$ cat config.mk
export PLATFORM = sky130hd
export DESIGN_NAME = agu_ea_unit
export DESIGN_NICKNAME = d
export VERILOG_FILES = /design/src/rtl/agu_pkg.sv /design/src/rtl/agu_ea_decode.sv /design/src/rtl/agu_ea_calc.sv /design/src/rtl/agu_ea_unit.sv
export SDC_FILE = /design/constraint.sdc
export NUM_CORES = 1
export LEC_CHECK = 0
export ABC_AREA = 1
export BUFFER_PORTS_ARGS = -buffer_cell sky130_fd_sc_hd__buf_2
export CAP_MARGIN = 15
export CORE_ASPECT_RATIO = 1.75
export CORE_MARGIN = 1
export CORE_UTILIZATION = 55
export DETAILED_ROUTE_END_ITERATION = 7
export PLACE_DENSITY = 0.78
export SLEW_MARGIN = 5
export SYNTH_ARGS = -nofsm -noshare
export SYNTH_HDL_FRONTEND = slang
export SYNTH_SLANG_ARGS = --single-unit
export TNS_END_PERCENT = 5
$ cat constraint.sdc
create_clock -name clk -period 5.05 [get_ports clk]
set_input_delay 0 -clock clk [delete_from_list [all_inputs] [get_ports clk]]
set_output_delay 0 -clock clk [all_outputs]
set_load 0.005 [all_outputs]
$ cat src/rtl/agu_pkg.sv
package agu_pkg;
  localparam int DW    = 32;
  localparam int PCW   = 24;
  localparam int CYC_W = 5;

  typedef enum logic [3:0] {
    M_DREG, M_AREG, M_IND, M_POST, M_PRE, M_D16, M_IDX,
    M_ABSW, M_ABSL, M_PCD, M_PCX, M_IMM, M_BAD
  } mode_t;

  function automatic mode_t f_mode(input logic [5:0] ea);
    case (ea[5:3])
      3'd0: f_mode = M_DREG;
      3'd1: f_mode = M_AREG;
      3'd2: f_mode = M_IND;
      3'd3: f_mode = M_POST;
      3'd4: f_mode = M_PRE;
      3'd5: f_mode = M_D16;
      3'd6: f_mode = M_IDX;
      default:
        case (ea[2:0])
          3'd0: f_mode = M_ABSW;
          3'd1: f_mode = M_ABSL;
          3'd2: f_mode = M_PCD;
          3'd3: f_mode = M_PCX;
          3'd4: f_mode = M_IMM;
          default: f_mode = M_BAD;
        endcase
    endcase
  endfunction

  // cost for byte/word; long adds four to every memory mode
  function automatic logic [CYC_W-1:0] f_cycles(input mode_t m, input logic is_long);
    logic [CYC_W-1:0] c;
    case (m)
      M_IND, M_POST, M_IMM:  c = 5'd4;
      M_PRE:                 c = 5'd6;
      M_D16, M_ABSW, M_PCD:  c = 5'd8;
      M_IDX, M_PCX:          c = 5'd10;
      M_ABSL:                c = 5'd12;
      default:               c = 5'd0;
    endcase
    f_cycles = (is_long && c != 0) ? c + 5'd4 : c;
  endfunction

  function automatic logic [1:0] f_ext_words(input mode_t m, input logic is_long);
    case (m)
      M_D16, M_IDX, M_ABSW, M_PCD, M_PCX: f_ext_words = 2'd1;
      M_ABSL:                             f_ext_words = 2'd2;
      M_IMM:                              f_ext_words = is_long ? 2'd2 : 2'd1;
      default:                            f_ext_words = 2'd0;
    endcase
  endfunction

  function automatic logic [DW-1:0] f_step(input logic [1:0] sz, input logic is_sp);
    case (sz)
      2'd0:    f_step = is_sp ? 32'd2 : 32'd1;
      2'd1:    f_step = 32'd2;
      default: f_step = 32'd4;
    endcase
  endfunction

  function automatic logic [DW-1:0] f_sx16(input logic [15:0] v);
    f_sx16 = {{(DW-16){v[15]}}, v};
  endfunction

  function automatic logic [DW-1:0] f_sx8(input logic [7:0] v);
    f_sx8 = {{(DW-8){v[7]}}, v};
  endfunction

  function automatic logic [DW-1:0] f_sx_pc(input logic [PCW-1:0] v);
    f_sx_pc = {{(DW-PCW){v[PCW-1]}}, v};
  endfunction
endpackage

$ cat src/rtl/agu_ea_decode.sv
module agu_ea_decode
  import agu_pkg::*;
(
  input  logic [5:0]       ea,
  input  logic [1:0]       sz,
  input  logic             ctrl,
  output mode_t            mode,
  output logic [1:0]       n_ext,
  output logic [CYC_W-1:0] cycles,
  output logic             can_rd,
  output logic             can_wr,
  output logic [3:0]       base_idx
);
  logic is_long;
  logic ctrl_bad;
  logic exists;

  assign is_long  = sz[1];
  assign mode     = f_mode(ea);
  assign n_ext    = f_ext_words(mode, is_long);
  assign cycles   = f_cycles(mode, is_long);
  assign base_idx = (mode == M_DREG) ? {1'b0, ea[2:0]} : {1'b1, ea[2:0]};
  assign exists   = (mode != M_BAD);
  assign ctrl_bad = ctrl && (mode inside {M_DREG, M_AREG, M_POST, M_PRE, M_IMM});
  assign can_rd   = exists && !ctrl_bad;
  assign can_wr   = exists && !ctrl_bad && !(mode inside {M_PCD, M_PCX, M_IMM});
endmodule

$ cat src/rtl/agu_ea_calc.sv
module agu_ea_calc
  import agu_pkg::*;
(
  input  mode_t           mode,
  input  logic [1:0]      sz,
  input  logic            is_sp,
  input  logic [DW-1:0]   base,
  input  logic [PCW-1:0]  pc,
  input  logic [15:0]     w1,
  input  logic [15:0]     w2,
  input  logic [DW-1:0]   idx_raw,
  output logic [DW-1:0]   addr,
  output logic [DW-1:0]   wb_val
);
  logic [DW-1:0] step;
  logic [DW-1:0] index;
  logic [DW-1:0] pc_base;

  assign step    = f_step(sz, is_sp);
  assign index   = w1[11] ? idx_raw : f_sx16(idx_raw[15:0]);
  assign pc_base = f_sx_pc(pc);
  assign wb_val  = (mode == M_POST) ? base + step : base - step;

  always_comb begin
    case (mode)
      M_DREG, M_AREG, M_IND, M_POST: addr = base;
      M_PRE:  addr = base - step;
      M_D16:  addr = base + f_sx16(w1);
      M_IDX:  addr = base + index + f_sx8(w1[7:0]);
      M_ABSW: addr = f_sx16(w1);
      M_ABSL: addr = {w1, w2};
      M_PCD:  addr = pc_base + f_sx16(w1);
      M_PCX:  addr = pc_base + index + f_sx8(w1[7:0]);
      M_IMM:  addr = sz[1] ? {w1, w2} : (sz == 2'd0) ? {24'd0, w1[7:0]} : {16'd0, w1};
      default: addr = '0;
    endcase
  end
endmodule

$ cat src/rtl/agu_ea_unit.sv
module agu_ea_unit
  import agu_pkg::*;
(
  input  logic             clk,
  input  logic             rst,
  input  logic             start,
  input  logic [5:0]       ea_field,
  input  logic [1:0]       op_size,
  input  logic             ctrl_req,
  input  logic [PCW-1:0]   pc_lo,
  output logic [3:0]       rf_rd_idx,
  input  logic [DW-1:0]    rf_rd_data,
  input  logic [15:0]      ext_word,
  input  logic             ext_valid,
  output logic             ext_ready,
  output logic             done,
  output logic [DW-1:0]    ea_out,
  output logic             wb_en,
  output logic [2:0]       wb_idx,
  output logic [DW-1:0]    wb_data,
  output logic [CYC_W-1:0] extra_cycles,
  output logic             can_read,
  output logic             can_write
);
  typedef enum logic [2:0] {ST_IDLE, ST_BASE, ST_EXT1, ST_EXT2, ST_INDEX, ST_DONE} state_t;

  state_t         state_q;
  logic [5:0]     ea_q;
  logic [1:0]     sz_q;
  logic           ctl_q;
  logic [PCW-1:0] pc_q;
  logic [DW-1:0]  base_q, idx_q;
  logic [15:0]    w1_q, w2_q;

  mode_t            mode;
  logic [1:0]       n_ext;
  logic [CYC_W-1:0] cyc;
  logic             rd_ok, wr_ok;
  logic [3:0]       base_idx;
  logic [DW-1:0]    addr, wb_val;
  logic             take_word;
  logic             is_indexed;

  agu_ea_decode u_dec (
    .ea(ea_q), .sz(sz_q), .ctrl(ctl_q), .mode(mode), .n_ext(n_ext),
    .cycles(cyc), .can_rd(rd_ok), .can_wr(wr_ok), .base_idx(base_idx)
  );

  agu_ea_calc u_calc (
    .mode(mode), .sz(sz_q), .is_sp(ea_q[2:0] == 3'd7), .base(base_q), .pc(pc_q),
    .w1(w1_q), .w2(w2_q), .idx_raw(idx_q), .addr(addr), .wb_val(wb_val)
  );

  assign is_indexed = (mode == M_IDX) || (mode == M_PCX);
  assign ext_ready  = (state_q == ST_EXT1) || (state_q == ST_EXT2);
  assign take_word  = ext_ready && ext_valid;
  assign rf_rd_idx  = (state_q == ST_INDEX) ? w1_q[15:12] : base_idx;

  always_ff @(posedge clk) begin
    if (rst) begin
      state_q <= ST_IDLE;
      ea_q    <= '0;
      sz_q    <= '0;
      ctl_q   <= 1'b0;
      pc_q    <= '0;
      base_q  <= '0;
      idx_q   <= '0;
      w1_q    <= '0;
      w2_q    <= '0;
    end else begin
      case (state_q)
        ST_IDLE: if (start) begin
          ea_q    <= ea_field;
          sz_q    <= op_size;
          ctl_q   <= ctrl_req;
          pc_q    <= pc_lo;
          state_q <= ST_BASE;
        end
        ST_BASE: begin
          base_q  <= rf_rd_data;
          state_q <= (n_ext != 2'd0) ? ST_EXT1 : ST_DONE;
        end
        ST_EXT1: if (take_word) begin
          w1_q <= ext_word;
          if (n_ext == 2'd2)   state_q <= ST_EXT2;
          else if (is_indexed) state_q <= ST_INDEX;
          else                 state_q <= ST_DONE;
        end
        ST_EXT2: if (take_word) begin
          w2_q    <= ext_word;
          state_q <= ST_DONE;
        end
        ST_INDEX: begin
          idx_q   <= rf_rd_data;
          state_q <= ST_DONE;
        end
        default: state_q <= ST_IDLE;
      endcase
    end
  end

  assign done         = (state_q == ST_DONE);
  assign ea_out       = done ? addr : '0;
  assign wb_en        = done && (mode == M_POST || mode == M_PRE);
  assign wb_idx       = ea_q[2:0];
  assign wb_data      = wb_val;
  assign extra_cycles = done ? cyc : '0;
  assign can_read     = done && rd_ok;
  assign can_write    = done && wr_ok;
endmodule

==> metrics.txt, run 1 <==
status=stopped before the end; Failed at=global routing; First Error=[ERROR GRT-0116] Global routing finished with congestion. Check the congestion regions in the DRC Viewer.; post-CTS resize count=0; IO Pins=166; pin count of the biggest net entering global routing=between 60 and 70; H-Tree Depth=4; Synth Area in Compound Gates=16.2%; Die H=241 µm; remaining global-route overflow=2; XOR/XNOR share of the synthesized area=2.63%; adder-cell share of the synthesized area=16.6%; fraction of the mapped netlist area in simple logic gates=39.7%; Final HPWL DP=~69,000 µm; largest family of logic cells by synthesized area=simple AND/OR/NAND/NOR gates; Post-synth EDFFs=0; GPL Wtd Cong=~1.1; Initial Util=between 50% and 60%; Synth cell types=51; syn nets=3,395; synth warn=0; die width=139 µm; I/O Buffers=164; Num CTS Buffers=17; ys async rst share=0%; synthesized area per cell=just under 6 µm²; number of global-route vias before repair=23,900; row count=87; mux cell area share after synthesis=0%; Synth Flop Type=dfxtp_1; global-route wire length before repair=144,000 µm; Total GRT Usage=57.6%; Yosys reg bits=~130; area of the mapped netlist=approximately 18,000 µm²; Root Buffer=clkbuf_16; Post-Syn Instances=3,113; clock tree buffer depth=2; register area share after synthesis=14.7%; clock sink count=132
[metrics by stage]
step | cell area [µm²] | cells | util [%] | worst slack (ps) | hold WS, ps
floorplan | 18000 | 3113 | - | 835 | 135
global placement | 19000 | 3604 | 59.1 | 665 | 236
detailed placement | 19000 | 3605 | 59.1 | 787 | 248
CTS | 20500 | 3720 | 63.6 | 250 | 60.8
[cells in the mapped netlist (5+ instances only)]
master | n | area share (%)
or2_2 | 21 | 0.73
buf_4 | 7 | 0.29
xor2_1 | 47 | 2.3
a21boi_0 | 5 | 0.21
ha_1 | 129 | 9.0
xnor2_1 | 7 | 0.34
inv_1 | 369 | 7.7
nor3_1 | 55 | 1.5
nand4_1 | 47 | 1.6
a31oi_1 | 8 | 0.28
o22ai_1 | 6 | 0.21
nor2_1 | 381 | 8.0
a21oi_1 | 262 | 7.3
fa_1 | 68 | 7.6
o211ai_1 | 12 | 0.50
clkbuf_1 | 67 | 1.4
nand3_1 | 266 | 7.4
o21bai_1 | 19 | 0.79
nor4_1 | 7 | 0.24
inv_2 | 7 | 0.15
nand2_1 | 904 | 19
a21o_1 | 5 | 0.21
buf_2 | 8 | 0.22
dfxtp_1 | 132 | 15
nand3b_1 | 13 | 0.54
o21ai_0 | 208 | 5.8
[metal layers]
| layer | track usage, % | overflow |
|---|---|---|
| met5 | 1.46 | 0 |
| met4 | 61.4 | 0 |
| met3 | 22.9 | 0 |
| met2 | 86.1 | 2 |
| met1 | 59.6 | 0 |
[cells by family after synthesis]
group,count (synthesis)
AO/OA/AOI/OAI,546
XOR/XNOR,54
adder cells (fa/ha/maj),197
buffers and inverters,470
flip-flops,132
other,1
AND/OR/NAND/NOR,1713
[what timing repair did]
action | CTS
hold buffers | 83
endpoints found under the hold margin | 129
buffers inserted | 0
==> run 2, diff against run 1 <==
--- a/config.mk
+++ b/config.mk
@@ -8,11 +8,10 @@
 export ABC_AREA = 1
 export BUFFER_PORTS_ARGS = -buffer_cell sky130_fd_sc_hd__buf_2
 export CAP_MARGIN = 15
-export CORE_ASPECT_RATIO = 1.75
 export CORE_MARGIN = 1
-export CORE_UTILIZATION = 55
+export CORE_UTILIZATION = 40
 export DETAILED_ROUTE_END_ITERATION = 7
-export PLACE_DENSITY = 0.78
+export PLACE_DENSITY_LB_ADDON = 0.15
 export SLEW_MARGIN = 5
 export SYNTH_ARGS = -nofsm -noshare
 export SYNTH_HDL_FRONTEND = slang
==> run 2 against run 1 <==
Effect of this change: the run now ends clean; synthesized cell count unchanged; area after synthesis stayed put.
==> metrics.txt, run 2 <==
status=finished, final reports clean; initial antenna violation count=2; Post-synth EDFFs=0; Area Growth Syn to Fin=15.6%; RSZ-0062 raised after global routing=no; syn nets=3,395; leading cell type in the layout, fill and taps excluded=nand2_1; DR vias/cell=5.64; IO Pins=166; H-Tree Depth=4; HP Class=primary input to flip-flop; Hold Fails Final Rpt=0; slew at the pin closest to its max-slew limit=1130 ps; clock sink count=132; Synth top area share=18.9%; Worst Setup EP=ea_out[17]; Antenna Violating Nets Remaining=0; Final TNS setup=0 ps; Vias=about 22,000; clock skew=19.8 ps; number of global-route vias before repair=21,100; synthesized area per cell=5.77 µm²; min-delay src=start; Critical Path Start=ea_q[5]; Max Freq=216 MHz; DR WL/cell=approximately 22 µm; crit start category=flip-flop; Synth top cells by count=nand2_1 (904), nor2_1 (381), inv_1 (369); relative slew slack=~24%; Synth Flop Type=dfxtp_1; TritonCTS clock tree=done; nets=3,597; biggest regs=base_q (32), idx_q (32), pc_q (24); Die ar.=45,800 µm²; pin count of the biggest net entering global routing=64; ys async rst share=0%; Worst-Skew Late Latency=480 ps; most frequent cells in the layout=nand2_1 (904), nor2_1 (378), inv_1 (367), nand3_1 (266), a21oi_1 (262); DP Area=~19,000 µm²; critical path peak fanout=25; I/O Buffers=roughly 160; post-CTS resize count=0; Max Slew Vio Count=0; Initial Util=40.6%; final setup vio count=0; CP required=a little over 5000 ps; register area share after synthesis=14.7%; worst hold slack=60.8 ps; Fillers=4,891; global-route wire length before repair=130,000 µm; core area=about 44,000 µm²; final instance area=20,800 µm²; Worst setup EP type=output port; Post-Syn Instances=3,113; max cap viols=0; Clock transition at path regs=approximately 70 ps; Root Buffer=clkbuf_16; Total GRT Usage=37.8%; Reg area=2650 µm²; Die H=approximately 210 µm; row count=77; first drt pass iteration count=6; leak pwr=10.7 nW; 1st-iter DRT viols=2,331; R2R cell count=17; critical path class=flip-flop to output port; Synth cell types=51; Final HPWL DP=roughly 72,000 µm; die width=214 µm; fin crit share=91.6%; Tmin final=4620 ps; synth top area cells=nand2_1 (19%), dfxtp_1 (15%), ha_1 (9.0%); remaining global-route overflow=0; pwr dens=258 nW/µm²; Synth area leader=nand2_1; Placed Instances=3,803; number of post-CTS setup repair buffers=0; # hold bufs at CTS=85; most frequent cell after synthesis=nand2_1; Num CTS Buffers=17; GPL Wtd Cong=1.03; ratio of cells with drive above 1 in the final layout=8.00%; Remaining DRCs=0; post-layout util=roughly 47%; area of the mapped netlist=~18,000 µm²; Critical Path AT=between 4000 and 5000 ps; RR Endpoint=state_q[2]; Post-Layout Cell Count=between 3,000 and 4,000; clock tree buffer depth=2; Yosys reg bits=approximately 130; reg-to-reg slack, setup=1310 ps; area of the multi-input gates=13,500 µm²; worst reg2reg startpoint=ea_q[5]; Post-Route WL=87,600 µm; synth warn=0; Worst VDD drop=0.266 mV
[run 2: cell counts after synthesis]
No cell type changed its count.
[run 2: cells by family after synthesis]
group,share of synthesized area (%)
other,0.0209
AOI/OAI and AO/OA,16.2
xor gates and xnor gates,2.63
DFF,14.7
adders and majority gates,16.6
buffers and inverters,10.2
and+or+nand+nor,39.7
[run 2: worst min path at each step]
| stage | to | depth (start not counted) |
|---|---|---|
| after detailed placement | idx_q[25] | 3 |
| after floorplan | idx_q[16] | 2 |
| after global routing | pc_q[9] | 3 |
| after global placement | idx_q[26] | 3 |
| final | pc_q[20] | 3 |
| after CTS | pc_q[14] | 3 |
[run 2: worst max-delay path, cell delays in order, from the launching register on]
cell	delay [ps]
dfxtp_1	490
nand2_1	120
nor2_1	130
nand2_2	150
o21ai_0	510
inv_1	180
ha_1	270
inv_1	110
nor2_2	50
inv_2	330
o211ai_1	160
buf_4	230
inv_2	320
o21ai_0	150
a21oi_1	140
nand2_1	160
a21oi_1	180
nand4_1	170
nand2_1	110
inv_1	40
buf_2	120
[run 2: metal layers]
metal	vias up	part of all wire [%]	GRT usage (%)
li1	10600	-	-
met1	10400	43	51.1
met2	996	44	60.1
met3	148	9.3	6.88
met4	2	3.4	12.9
met5	-	0.022	0
[run 2: cell type report]
class                           instances  share of cell area, %
Antenna cell                            1                 0.0120
Multi-Input combinational cell       2511                   65.0
Tap cell                              592                   3.56
Clock buffer                           19                   2.13
Timing Repair Buffer                  273                   8.97
Clock inverter                         12                  0.692
Inverter                              380                   6.86
Sequential cell                       132                   12.7
[run 2: through the flow]
step,setup WS [ps],total power [mW]
detailed placement,983,3.91
global placement,993,3.90
global route,64.7,5.63
finish,427,5.35
floorplan,835,2.94
CTS,471,5.26
[run 2: power breakdown]
| part | leakage, nW | switching, mW | total, mW | internal, mW |
|---|---|---|---|---|
| logic | 9.38 | 1.71 | 2.56 | 0.858 |
| registers | 1.08 | 0.322 | 1.48 | 1.16 |
| clock network | 0.279 | 0.564 | 1.31 | 0.744 |
| total | 10.7 | 2.59 | 5.35 | 2.76 |
(Power assumes the default switching activity.)
==> run 3, diff against run 2 <==
--- a/config.mk
+++ b/config.mk
@@ -11,7 +11,9 @@
 export CORE_MARGIN = 1
 export CORE_UTILIZATION = 40
 export DETAILED_ROUTE_END_ITERATION = 7
+export MAX_ROUTING_LAYER = met4
 export PLACE_DENSITY_LB_ADDON = 0.15
+export SKIP_LAST_GASP = 1
 export SLEW_MARGIN = 5
 export SYNTH_ARGS = -nofsm -noshare
 export SYNTH_HDL_FRONTEND = slang
==> run 3 against run 2 <==
Effect of this change: global-route usage rose by 1.0 points; register-to-register slack lost 20 ps; flip-flop and latch count stayed put; via count increased by 0.33%; largest cell class unchanged; fmax shrank 4.0%; clock skew is 7.1 ps lower; sequential power about the same; non-clock buffer count rose by 1; count of clock-buffer cells in the layout is 1 lower; total power increased by 1.1%; wire length is essentially flat.
==> metrics.txt, run 3 (synthesis results as in run 2) <==
Fillers=4,859; Final HPWL DP=71,200 µm; die width=214 µm; Max Freq=between 200 and 250 MHz; most frequent cells in the layout=nand2_1 (904), nor2_1 (378), inv_1 (368), nand3_1 (266), a21oi_1 (262); row count=77; Antenna Violating Nets Remaining=0; IO Pins=166; relative slew slack=29.0%; final setup vio count=0; DR WL/cell=~22 µm; RSZ-0062 raised after global routing=yes; GPL Wtd Cong=between 1 and 1.5; crit start category=flip-flop; HP Class=primary input to flip-flop; Placed Instances=3,805; CP dominant cell by count=nand2_1; H-Tree Depth=4; clock sink count=132; Clock transition at path regs=70 ps; post-layout util=47.0%; reg-to-reg slack, setup=1290 ps; ratio of cells with drive above 1 in the final layout=under 10%; slew at the pin closest to its max-slew limit=1070 ps; CP required=5050 ps; Max Slew Vio Count=0; CP bufs+invs=1; Post-Layout Cell Count=slightly below 4,000; pin count of the biggest net entering global routing=64; family with the most delay on the worst path=simple AND/OR/NAND/NOR gates; I/O Buffers=around 160; Max stage delay cell, worst path=dfxtp_1; 1st-iter DRT viols=2,270; Initial Util=40.6%; pre-CTS setup slack=just over 700 ps; min-delay src=start; RR Endpoint=state_q[2]; Tmin final=between 4000 and 5000 ps; status=finished, final reports clean; number of global-route vias before repair=21,000; Critical Path Start=w1_q[1]; worst reg2reg startpoint=ea_q[5]; Area Growth Syn to Fin=15.8%; first drt pass iteration count=8; nets=3,598; critical path peak fanout=9; initial antenna violation count=1; DR vias/cell=between 5 and 6; number of post-CTS setup repair buffers=0; global-route wire length before repair=~130,000 µm; Worst-Skew Late Latency=between 400 and 500 ps; Die H=214 µm; clock tree buffer depth=2; Hold Fails Final Rpt=0; worst path cell trace=fa_1, ha_1, fa_1, nand3_1, nand3_1, nand2_1, nand2_1, nand2_1, nand2_1, or2_2, nand2_1, nand2_1, nor3_1, a21oi_1, buf_2; crit-path max cell delay=750 ps; Post-Route WL=87,700 µm; Worst VDD drop=around 0.25 mV; area of the multi-input gates=13,500 µm²; biggest regs=base_q (32), idx_q (32), pc_q (24); hold-critical path depth=3; max cap viols=0; pwr dens=260 nW/µm²; remaining global-route overflow=0; fin crit share=a little over nine tenths; critical path class=flip-flop to output port; Reg area=2650 µm²; Die ar.=45,800 µm²; Worst Hold Endpoint=pc_q[17]; clock skew=12.7 ps; Worst setup EP type=output port; TritonCTS clock tree=done; PnR worst setup slack=234 ps; core area=44,300 µm²; Vias=between 20,000 and 25,000; Remaining DRCs=0; Total GRT Usage=38.8%; Num CTS Buffers=17; Root Buffer=clkbuf_16; leak pwr=10.8 nW; R2R cell count=17; leading cell type in the layout, fill and taps excluded=nand2_1; Critical Path AT=around 4800 ps
[run 3: changes by cell type in the layout (fill, tap and decap cells not counted), sizes merged]
cell / before / now
clkinvlp: 3 / 0
diode: 1 / 2
buf: 188 / 190
clkinv: 7 / 8
inv: 380 / 383
dlygate4sd3: 85 / 84
clkbuf: 19 / 18
bufinv: 2 / 3
[run 3: what timing repair did]
item | CTS | global route
setup endpoints to repair | 0 | 2
gates resized for setup | 0 | 1
hold buffers | 84 | 0
hold endpoints to repair | 131 | 0
[run 3: area by class of cell]
type | count | share of cell area, %
Clock buffer | 18 | 2.06
Inverter | 380 | 6.85
Sequential cell | 132 | 12.7
Timing Repair Buffer | 274 | 8.92
Antenna cell | 2 | 0.0240
Multi-Input combinational cell | 2511 | 64.9
Clock inverter | 14 | 0.926
Tap cell | 592 | 3.56
[run 3: metrics by stage]
step                      TNS [ps]  cell area (µm²)  total power, mW  hold WS (ps)
after detailed placement         0            19300             3.91           251
after global routing         -14.1            20800             5.72          74.7
after global placement           0            19300             3.89           242
after floorplan                  0            18000             2.94           135
final                            0            20800             5.41          57.4
after CTS                        0            20800             5.34          16.3
[run 3: how the worst max path moves through the flow]
| stage | endpoint | slack, ps | depth (start not counted) |
|---|---|---|---|
| 2_1_floorplan | ea_out[15] | 830 | 13 |
| 3_3_place_gp | ea_out[15] | 740 | 15 |
| 3_5_place_dp | ea_out[15] | 720 | 15 |
| 4_1_cts | ea_out[15] | 220 | 15 |
| 5_1_grt | ea_out[17] | -10 | 20 |
| 6_report | ea_out[15] | 230 | 15 |
[run 3: layer usage]
metal	share of wire [%]	global-route usage [%]	vias to the layer above	routed length [µm]
li1	-	-	10500	-
met1	43	51.0	10400	38000
met2	44	59.8	1052	38800
met3	8.7	6.35	149	7640
met4	3.6	13.8	0	3150
met5	0	-	-	0
[run 3: worst reg2reg max path, stage by stage, from the launching register on]
cell and delay (ps):
dfxtp_1 510, nand2_1 110, nor2_1 120, nand2_2 150, o21ai_0 530, inv_1 180, ha_1 290, inv_1 190
nor2_1 80, buf_4 240, inv_1 510, nand4_1 200, nor2_2 180, nand2_1 70, a21oi_1 120, nand2_1 70
nand3_1 60, inv_1 50
[run 3: power breakdown]
group | switching (mW) | total, mW | internal [mW]
Sequential | 0.317 | 1.48 | 1.16
Combinational | 1.70 | 2.56 | 0.861
Clock | 0.580 | 1.37 | 0.794
